File: src/rtl/vdc_pkg.sv
package vdc_pkg;
   localparam int CMD_W  = 32;
   localparam int WORD_W = 16;
   localparam int ADDR_W = 17;
   localparam int KIND_W = 4;

   localparam logic [KIND_W-1:0] K_CRAM_WR  = 4'd3;
   localparam logic [KIND_W-1:0] K_VSRAM_WR = 4'd5;

   typedef struct packed {
      logic [KIND_W-1:0] kind;
      logic [ADDR_W-1:0] addr;
   } cmd_view_t;

   // Gather the scattered kind and address fields of a full command.
   function automatic cmd_view_t view_of(input logic [CMD_W-1:0] c);
      cmd_view_t v;
      v.kind = {c[5:4], c[31:30]};
      v.addr = {c[2], c[1:0], c[29:16]};
      return v;
   endfunction

   function automatic logic is_reg_word(input logic [WORD_W-1:0] w);
      return w[15:14] == 2'b10;
   endfunction
endpackage

File: src/rtl/vdc_reg_bank.sv
module vdc_reg_bank #(
   parameter int NUM_REGS    = 32,
   parameter int REG_W       = 8,
   parameter int LEGACY_LAST = 10,
   parameter int MODE_REG    = 1,
   parameter int EXT_BIT     = 2,
   parameter int DMAEN_BIT   = 4,
   parameter int INC_REG     = 15,
   localparam int IDX_W      = $clog2(NUM_REGS)
) (
   input  logic             clk,
   input  logic             rst_n,
   input  logic             wr_req,
   input  logic [IDX_W-1:0] wr_idx,
   input  logic [REG_W-1:0] wr_val,
   output logic             wr_ok,
   output logic             ext_mode,
   output logic             dma_en,
   output logic [REG_W-1:0] inc
);
   localparam logic [IDX_W-1:0] LAST_IDX = IDX_W'(LEGACY_LAST);
   localparam logic [IDX_W-1:0] MODE_IDX = IDX_W'(MODE_REG);
   localparam logic [IDX_W-1:0] INC_IDX  = IDX_W'(INC_REG);

   if (EXT_BIT >= REG_W || DMAEN_BIT >= REG_W) begin : g_bad_bits
      $error("mode bit positions exceed register width");
   end
   if (MODE_REG >= NUM_REGS || INC_REG >= NUM_REGS || LEGACY_LAST >= NUM_REGS) begin : g_bad_idx
      $error("register indices exceed register count");
   end

   logic ext_q, dma_q;
   logic [REG_W-1:0] inc_q;

   always_comb wr_ok = wr_req && ((wr_idx <= LAST_IDX) || ext_q);

   always_ff @(posedge clk) begin
      if (!rst_n) begin
         ext_q <= 1'b0;
         dma_q <= 1'b0;
         inc_q <= '0;
      end else if (wr_ok) begin
         if (wr_idx == MODE_IDX) begin
            ext_q <= wr_val[EXT_BIT];
            dma_q <= wr_val[DMAEN_BIT];
         end
         if (wr_idx == INC_IDX) inc_q <= wr_val;
      end
   end

   assign ext_mode = ext_q;
   assign dma_en   = dma_q;
   assign inc      = inc_q;

   // high-index writes in legacy mode leave the increment alone
   a_r3_legacy_drop: assert property (@(posedge clk) disable iff (!rst_n)
      wr_req && !ext_q && (wr_idx > LAST_IDX) |=> $stable(inc_q));
endmodule

File: src/rtl/vdc_cmd_assembler.sv
module vdc_cmd_assembler
   import vdc_pkg::*;
#(
   parameter bit DMA_GATE = 1'b1
) (
   input  logic              clk,
   input  logic              rst_n,
   input  logic              ctl_wr,
   input  logic [WORD_W-1:0] ctl_wdata,
   input  logic              stat_rd,
   input  logic              dat_acc,
   input  logic              dma_en,
   output logic              reg_req,
   output logic              apply,
   output cmd_view_t         view,
   output logic              pending,
   output logic [KIND_W-1:0] kind,
   output logic              dma_start
);
   logic [CMD_W-1:0]  cmd_q, cmd_next;
   logic [WORD_W-1:0] lo_eff;
   logic pend_q, kind_clr, hi_take, lo_take, side_apply;
   logic [KIND_W-1:0] kind_q;
   logic dma_q;

   // Bit 7 of the lower half: gated by DMA enable, or passed straight through.
   if (DMA_GATE) begin : g_gate
      always_comb begin
         lo_eff    = ctl_wdata;
         lo_eff[7] = dma_en ? ctl_wdata[7] : cmd_q[7];
      end
   end else begin : g_pass
      always_comb lo_eff = ctl_wdata;
   end

   always_comb begin
      reg_req    = ctl_wr && !pend_q && is_reg_word(ctl_wdata);
      hi_take    = ctl_wr && !pend_q && !is_reg_word(ctl_wdata);
      lo_take    = ctl_wr && pend_q;
      side_apply = !ctl_wr && pend_q && (stat_rd || dat_acc);
      kind_clr   = reg_req;
      apply      = lo_take || side_apply;
      cmd_next   = cmd_q;
      if (hi_take) cmd_next[CMD_W-1:WORD_W] = ctl_wdata;
      if (lo_take) cmd_next[WORD_W-1:0]     = lo_eff;
      view = view_of(cmd_next);
   end

   always_ff @(posedge clk) begin
      if (!rst_n) begin
         cmd_q  <= '0;
         pend_q <= 1'b0;
         kind_q <= '0;
         dma_q  <= 1'b0;
      end else begin
         cmd_q <= cmd_next;
         dma_q <= lo_take && lo_eff[7];
         if (hi_take)    pend_q <= 1'b1;
         else if (apply) pend_q <= 1'b0;
         if (apply)         kind_q <= view.kind;
         else if (kind_clr) kind_q <= '0;
      end
   end

   assign pending   = pend_q;
   assign kind      = kind_q;
   assign dma_start = dma_q;

   // an upper half leaves the block pending
   a_r4_pend_set: assert property (@(posedge clk) disable iff (!rst_n)
      ctl_wr && !pend_q && (ctl_wdata[15:14] != 2'b10) |=> pend_q);
   // any word written while pending completes the command
   a_r11_complete: assert property (@(posedge clk) disable iff (!rst_n)
      ctl_wr && pend_q |=> !pend_q);
   // status read or data access flushes the partial command
   a_r8_flush: assert property (@(posedge clk) disable iff (!rst_n)
      !ctl_wr && pend_q && (stat_rd || dat_acc) |=> !pend_q);
   // the request is a single-cycle pulse
   a_r7_dma_pulse: assert property (@(posedge clk) disable iff (!rst_n)
      dma_q |=> !dma_q);

   if (DMA_GATE) begin : g_gate_chk
      // with DMA disabled the request follows the kept bit 7
      a_r6_bit7_kept: assert property (@(posedge clk) disable iff (!rst_n)
         ctl_wr && pend_q && !dma_en |=> dma_q == $past(cmd_q[7]));
   end
endmodule

File: src/rtl/vdc_addr_stepper.sv
module vdc_addr_stepper #(
   parameter int ADDR_W = 17,
   parameter int INC_W  = 8,
   localparam int LOW_W = ADDR_W - 1
) (
   input  logic              clk,
   input  logic              rst_n,
   input  logic              load,
   input  logic [ADDR_W-1:0] load_addr,
   input  logic              step,
   input  logic [INC_W-1:0]  inc,
   output logic [ADDR_W-1:0] addr
);
   if (INC_W > LOW_W) begin : g_bad_inc
      $error("increment wider than the stepped address part");
   end

   logic [ADDR_W-1:0] addr_q, base;
   logic [LOW_W:0]    sum;

   always_comb begin
      base = load ? load_addr : addr_q;
      sum  = {1'b0, base[LOW_W-1:0]} + (LOW_W+1)'(inc);
   end

   always_ff @(posedge clk) begin
      if (!rst_n)    addr_q <= '0;
      else if (step) addr_q <= {base[ADDR_W-1] ^ sum[LOW_W], sum[LOW_W-1:0]};
      else if (load) addr_q <= load_addr;
   end

   assign addr = addr_q;

   // the low part moves by exactly the increment
   a_r9_step_dist: assert property (@(posedge clk) disable iff (!rst_n)
      step && !load |=> (addr_q[LOW_W-1:0] - $past(addr_q[LOW_W-1:0])) == LOW_W'($past(inc)));
   // a wrap of the low part flips the top address bit
   a_r9_carry_flip: assert property (@(posedge clk) disable iff (!rst_n)
      step && !load && sum[LOW_W] |=> addr_q[ADDR_W-1] != $past(addr_q[ADDR_W-1]));
endmodule

File: src/rtl/vdc_data_mask.sv
module vdc_data_mask
   import vdc_pkg::*;
#(
   parameter bit              MASK_EN    = 1'b1,
   parameter logic [WORD_W-1:0] CRAM_MASK  = 16'h0EEE,
   parameter logic [WORD_W-1:0] VSRAM_MASK = 16'h07FF,
   parameter int              TBL_AW     = 6
) (
   input  logic [KIND_W-1:0] kind,
   input  logic [TBL_AW-1:0] index_in,
   input  logic [WORD_W-1:0] wdata,
   output logic [WORD_W-1:0] mem_wdata,
   output logic [TBL_AW-1:0] mem_index
);
   if (TBL_AW < 1 || TBL_AW > 15) begin : g_bad_aw
      $error("table index width out of range");
   end

   if (MASK_EN) begin : g_mask
      always_comb begin
         unique case (kind)
            K_CRAM_WR:  mem_wdata = wdata & CRAM_MASK;
            K_VSRAM_WR: mem_wdata = wdata & VSRAM_MASK;
            default:    mem_wdata = wdata;
         endcase
      end
   end else begin : g_raw
      logic [KIND_W-1:0] kind_unused;
      always_comb kind_unused = kind;
      always_comb mem_wdata = wdata;
   end

   assign mem_index = index_in;

   // masked words never carry bits outside their table's mask
   always_comb begin
      if (MASK_EN && kind == K_CRAM_WR)
         a_r10_cram_mask: assert ((mem_wdata & ~CRAM_MASK) == '0);
      if (MASK_EN && kind == K_VSRAM_WR)
         a_r10_vsram_mask: assert ((mem_wdata & ~VSRAM_MASK) == '0);
   end
endmodule

File: src/rtl/vdc_ctrl_decoder.sv
module vdc_ctrl_decoder
   import vdc_pkg::*;
#(
   parameter int              NUM_REGS    = 32,
   parameter int              REG_W       = 8,
   parameter int              LEGACY_LAST = 10,
   parameter int              MODE_REG    = 1,
   parameter int              EXT_BIT     = 2,
   parameter int              DMAEN_BIT   = 4,
   parameter int              INC_REG     = 15,
   parameter bit              DMA_GATE    = 1'b1,
   parameter bit              MASK_EN     = 1'b1,
   parameter logic [15:0]     CRAM_MASK   = 16'h0EEE,
   parameter logic [15:0]     VSRAM_MASK  = 16'h07FF,
   parameter int              TBL_AW      = 6,
   localparam int             IDX_W       = $clog2(NUM_REGS)
) (
   input  logic              clk,
   input  logic              rst_n,
   input  logic              ctl_wr,
   input  logic [15:0]       ctl_wdata,
   input  logic              stat_rd,
   input  logic              dat_acc,
   input  logic [15:0]       dat_wdata,
   output logic [3:0]        acc_kind,
   output logic [16:0]       acc_addr,
   output logic              cmd_pending,
   output logic              dma_start,
   output logic              reg_wr_en,
   output logic [IDX_W-1:0]  reg_wr_idx,
   output logic [REG_W-1:0]  reg_wr_val,
   output logic [15:0]       mem_wdata,
   output logic [TBL_AW-1:0] mem_index
);
   if (IDX_W > 5 || NUM_REGS != (1 << IDX_W)) begin : g_bad_regs
      $error("register count must be a power of two fitting five index bits");
   end
   if (REG_W != 8) begin : g_bad_w
      $error("register value field is eight bits wide");
   end

   logic reg_req, reg_ok, apply, ext_mode, dma_en;
   logic [REG_W-1:0] inc;
   cmd_view_t view;
   logic [KIND_W-1:0] eff_kind;
   logic [TBL_AW-1:0] eff_index;
   logic flush_now;

   vdc_cmd_assembler #(.DMA_GATE(DMA_GATE)) u_asm (
      .clk(clk), .rst_n(rst_n),
      .ctl_wr(ctl_wr), .ctl_wdata(ctl_wdata),
      .stat_rd(stat_rd), .dat_acc(dat_acc), .dma_en(dma_en),
      .reg_req(reg_req), .apply(apply), .view(view),
      .pending(cmd_pending), .kind(acc_kind), .dma_start(dma_start)
   );

   vdc_reg_bank #(
      .NUM_REGS(NUM_REGS), .REG_W(REG_W), .LEGACY_LAST(LEGACY_LAST),
      .MODE_REG(MODE_REG), .EXT_BIT(EXT_BIT), .DMAEN_BIT(DMAEN_BIT), .INC_REG(INC_REG)
   ) u_regs (
      .clk(clk), .rst_n(rst_n),
      .wr_req(reg_req), .wr_idx(ctl_wdata[8 +: IDX_W]), .wr_val(ctl_wdata[REG_W-1:0]),
      .wr_ok(reg_ok), .ext_mode(ext_mode), .dma_en(dma_en), .inc(inc)
   );

   vdc_addr_stepper #(.ADDR_W(ADDR_W), .INC_W(REG_W)) u_step (
      .clk(clk), .rst_n(rst_n),
      .load(apply), .load_addr(view.addr),
      .step(dat_acc && !ctl_wr), .inc(inc), .addr(acc_addr)
   );

   // A data access that flushes a pending command uses the freshly applied target.
   always_comb begin
      flush_now = apply && !ctl_wr && dat_acc;
      eff_kind  = flush_now ? view.kind : acc_kind;
      eff_index = flush_now ? view.addr[TBL_AW:1] : acc_addr[TBL_AW:1];
   end

   vdc_data_mask #(
      .MASK_EN(MASK_EN), .CRAM_MASK(CRAM_MASK), .VSRAM_MASK(VSRAM_MASK), .TBL_AW(TBL_AW)
   ) u_mask (
      .kind(eff_kind), .index_in(eff_index), .wdata(dat_wdata),
      .mem_wdata(mem_wdata), .mem_index(mem_index)
   );

   always_ff @(posedge clk) begin
      if (!rst_n) begin
         reg_wr_en  <= 1'b0;
         reg_wr_idx <= '0;
         reg_wr_val <= '0;
      end else begin
         reg_wr_en <= reg_ok;
         if (reg_ok) begin
            reg_wr_idx <= ctl_wdata[8 +: IDX_W];
            reg_wr_val <= ctl_wdata[REG_W-1:0];
         end
      end
   end

   logic ext_unused;
   always_comb ext_unused = ext_mode;

   // any register word zeroes the access kind
   a_r2_kind_cleared: assert property (@(posedge clk) disable iff (!rst_n)
      reg_req |=> acc_kind == '0);
   // a register word keeps the address
   a_r2_addr_kept: assert property (@(posedge clk) disable iff (!rst_n)
      reg_req |=> $stable(acc_addr));
   // a dropped write produces no pulse
   a_r3_no_pulse: assert property (@(posedge clk) disable iff (!rst_n)
      reg_req && !reg_ok |=> !reg_wr_en);
endmodule

File: config.mk
export PLATFORM = sky130hd
export DESIGN_NAME = vdc_ctrl_decoder
export DESIGN_NICKNAME = d
export VERILOG_FILES = /design/src/rtl/vdc_pkg.sv /design/src/rtl/vdc_reg_bank.sv /design/src/rtl/vdc_cmd_assembler.sv /design/src/rtl/vdc_addr_stepper.sv /design/src/rtl/vdc_data_mask.sv /design/src/rtl/vdc_ctrl_decoder.sv
export SDC_FILE = /design/constraint.sdc
export NUM_CORES = 1
export LEC_CHECK = 0
export CAP_MARGIN = 20
export CORE_MARGIN = 2
export CORE_UTILIZATION = 42
export DETAILED_ROUTE_END_ITERATION = 10
export DONT_BUFFER_PORTS = 1
export GPL_TIMING_DRIVEN = 1
export PLACE_DENSITY = 0.63
export RECOVER_POWER = 50
export SKIP_LAST_GASP = 1
export SLEW_MARGIN = 10
export SYNTH_ARGS = -nofsm -noshare
export SYNTH_HDL_FRONTEND = slang
export SYNTH_SLANG_ARGS = --single-unit
File: constraint.sdc
create_clock -name clk -period 7.6 [get_ports clk]
set_clock_uncertainty 0.2 [all_clocks]
set_input_delay 0.76 -clock clk [delete_from_list [all_inputs] [get_ports clk]]
set_output_delay 0.76 -clock clk [all_outputs]
set_load 0.02 [all_outputs]
==> summary.md <==
| Metric | Value |
|---|---|
| Number of gates resized after CTS | 0 |
| Final Max Tran Viols | 16 |
| Clock slew seen by the registers of the worst setup and hold paths | 0.08 ns |
| Die W | 97.2 µm |
| CTS Buffer Depth | 2 |
| Critical Setup Path Class | register to register |
| Synth async-reset ratio | 0% |
| Total CTS buffers | 9 |
| Top cells by area, synth | dfxtp_1, mux2i_1, nand2_1, nor2_1, nand3_1 |
| Maximum clock rate | ~0.21 GHz |
| Pwr dens | 197 mW/mm² |
| Design area | roughly 0.0038 mm² |
| CP max FO | 30 |
| Leakage power | approximately 1.7 nW |
| Setup violators final | 0 |
| Via count | 2,994 |
| Drt pass-1 iters | 4 |
| Hold Crit Class | register to register |
| Internal Dissipation | 549 µW |
| RSZ-0062 raised after global routing | false |
| Initial antenna violation count | 0 |
| Sw Ratio | 26.7% |
| Cell Rows | 34 |
| Status | complete, but fails checks |
| Share of the synthesized area in the top cell type | 37.8% |
| Placed inst area | 0.00362 mm² |
| Sink Count | 69 |
| Failing checks | max-capacitance violations, max-slew violations |
| Net Sw Power | 200 µW |
| Layout area overhead | 4.11% |
| Worst-Skew Late Latency | ~0.34 ns |
| Final critical-path share of the clock period | 62.0% |
| Mapped Area | 0.00365 mm² |
| Clk pwr share | between 40 and 50% |
| Post-synth top cells | dfxtp_1, nand2_1, nor2_1 |
| Total GRT Usage | 19.1% |
| GPL Wtd Cong | 0.858 |
| Reg area | roughly 0.0014 mm² |
| Max-slew headroom | -53.5% |
| FF+latch count, synth | around 70 |
| Fill cells | 881 |
| Die Footprint | 0.00945 mm² |
| Post-synth top flop | dfxtp_1 |
| WL/cell | approximately 17 µm |
| Pre-CTS setup slack | roughly 3.9 ns |
| Nets | 459 |
| CP Launch Type | register |
| First-pass GRT wire length | 14.4 mm |
| Die span in y | slightly below 100 µm |
| Worst path arrival time | 4.74 ns |
| Maximum vdd drop | 138 µV |
| Fin crit period | 4.71 ns |
| Pin count of the biggest net entering global routing | 44 |
| Share of cells above drive strength 1 | 7.45% |
| CTS tree | yes |
| DRC | 0 |
| Setup TNS | 0 ns |
| Warnings from Yosys | 0 |
| Htree depth | 3 |
| Final wirelength | between 9 and 10 mm |
| Post-synthesis cell count | 428 |
| Postcts setup bufs | 0 |
| Via/cell ratio | 5.71 |
| Post-Syn Nets | 476 |
| Register share of total power | 51.0% |
| Fin. Hold Viols | 0 |
| Critical Path RT | 7.63 ns |
| ANT cells | 0 |
| Sequential fraction of the synthesis area | a little under two fifths |
| Number of enable flip-flop cells after synthesis | 0 |
| Synth cell types | 63 |
| Multi-input gate area | approximately 0.0020 mm² |
| I/O Pins | 96 |
| CORE AREA | approximately 0.0086 mm² |
| Root Buffer Master | clkbuf_8 |
| I/O Buffers | 0 |
| Antenna viol nets, final | 0 |
| Tightest Pin Transition | 2.28 ns |
| Cell taking the most area after synthesis | dfxtp_1 |
| DR iter-0 viols | 163 |
| Count leader, synth | dfxtp_1 |
| Final WS setup | 2.89 ns |
| Combinational power share | 8.7% |
| Gr ovfl total | 0 |
| DP HPWL | 6.77 mm |
| Initial Util | 42.5% |
| CP endpoint kind | register |
| Vias in the first global route | 2,820 |
| Max_cap viols | 1 |
| Hold Buf Count CTS | 0 |
| Average size of a mapped cell | 8.53 µm² |
## final timing paths
| path | start | endpoint | slack [ns] | cells after the start |
|---|---|---|---|---|
| max | u_asm.pending$_SDFFE_PN0P_ | u_step.addr[11]$_SDFF_PN0_ | 2.89 | 11 |
| min | u_asm.cmd_q[1]$_SDFF_PN0_ | u_asm.cmd_q[1]$_SDFF_PN0_ | 0.26 | 2 |
| max reg2reg | u_asm.pending$_SDFFE_PN0P_ | u_step.addr[11]$_SDFF_PN0_ | 2.89 | 11 |
| min reg2reg | u_asm.cmd_q[1]$_SDFF_PN0_ | u_asm.cmd_q[1]$_SDFF_PN0_ | 0.26 | 2 |
## cell type report
cell class,count,share of cell area (%)
Timing Repair Buffer,3,0.395
Clock inverter,6,1.88
Clock buffer,10,3.36
Inverter,8,0.790
Multi-Input combinational cell,320,53.7
Sequential cell,69,36.4
Tap cell,108,3.56
## state kept, by name, summed over array words and instances (netlist names)
signal,cells
u_asm.dma_start,1
u_asm.pending,1
reg_wr_val,8
u_asm.cmd_q,22
u_step.addr,17
u_asm.kind,4
u_regs.ext_mode,1
u_regs.inc,8
reg_wr_idx,5
reg_wr_en,1
u_regs.dma_en,1
## logic make-up after synthesis
group,share of synthesized area (%)
buffers and inverters,6.00
AND/OR/NAND/NOR,23.8
multiplexers,11.4
XOR/XNOR,0.960
AO/OA/AOI/OAI,16.1
flip-flops,37.8
adder cells (fa/ha/maj),3.98
## routing by layer
layer  up-vias  routed length, µm  track usage (%)
met5         -                  0                0
met4         0                108             5.88
met3        10                869             8.20
met2       123               3990             28.6
met1      1388               4060             24.9
li1       1473                  -                -
## per-stage QoR
stage               utilization (%)  total power, mW  hold WS [ns]  cells
finish                         44.2            0.750         0.261    524
global route                   44.2            0.780         0.281    524
CTS                            44.4            0.757         0.265    524
detailed placement             42.1            0.457         0.254    508
global placement               42.1            0.456         0.240    508
floorplan                         -            0.455         0.234    428
## power groups by stage
stage | combinational, mW | sequential [mW] | clock [mW]
2_1_floorplan | 0.0662 | 0.388 | 0
3_3_place_gp | 0.0650 | 0.391 | 0
3_5_place_dp | 0.0659 | 0.391 | 0
4_1_cts | 0.0662 | 0.382 | 0.309
5_1_grt | 0.0726 | 0.383 | 0.324
6_report | 0.0655 | 0.382 | 0.302
## placed cells by master, fill, tap and decap left out, drive strengths merged, types with 5 or more instances in the layout
| cell type | netlist | final |
|---|---|---|
| a21oi | 23 | 23 |
| and2 | 10 | 10 |
| clkbuf | 13 | 12 |
| dfxtp | 69 | 69 |
| ha | 10 | 10 |
| inv | 8 | 10 |
| mux2i | 37 | 37 |
| nand2 | 53 | 53 |
| nand2b | 5 | 5 |
| nand3 | 26 | 26 |
| nor2 | 50 | 50 |
| nor3 | 7 | 7 |
| o21ai | 26 | 26 |
| or3 | 6 | 6 |
## worst max-delay path: stages, from the launching register on
cell,delay (ns)
dfxtp_1,0.31
clkbuf_1,1.07
and2b_1,0.30
nand2_1,0.61
mux2i_1,0.35
o21ai_0,0.21
ha_1,0.40
a21o_1,0.19
or3_1,0.33
o21ai_1,0.34
o311ai_0,0.19
o41ai_1,0.09
(Power assumes the default switching activity.)
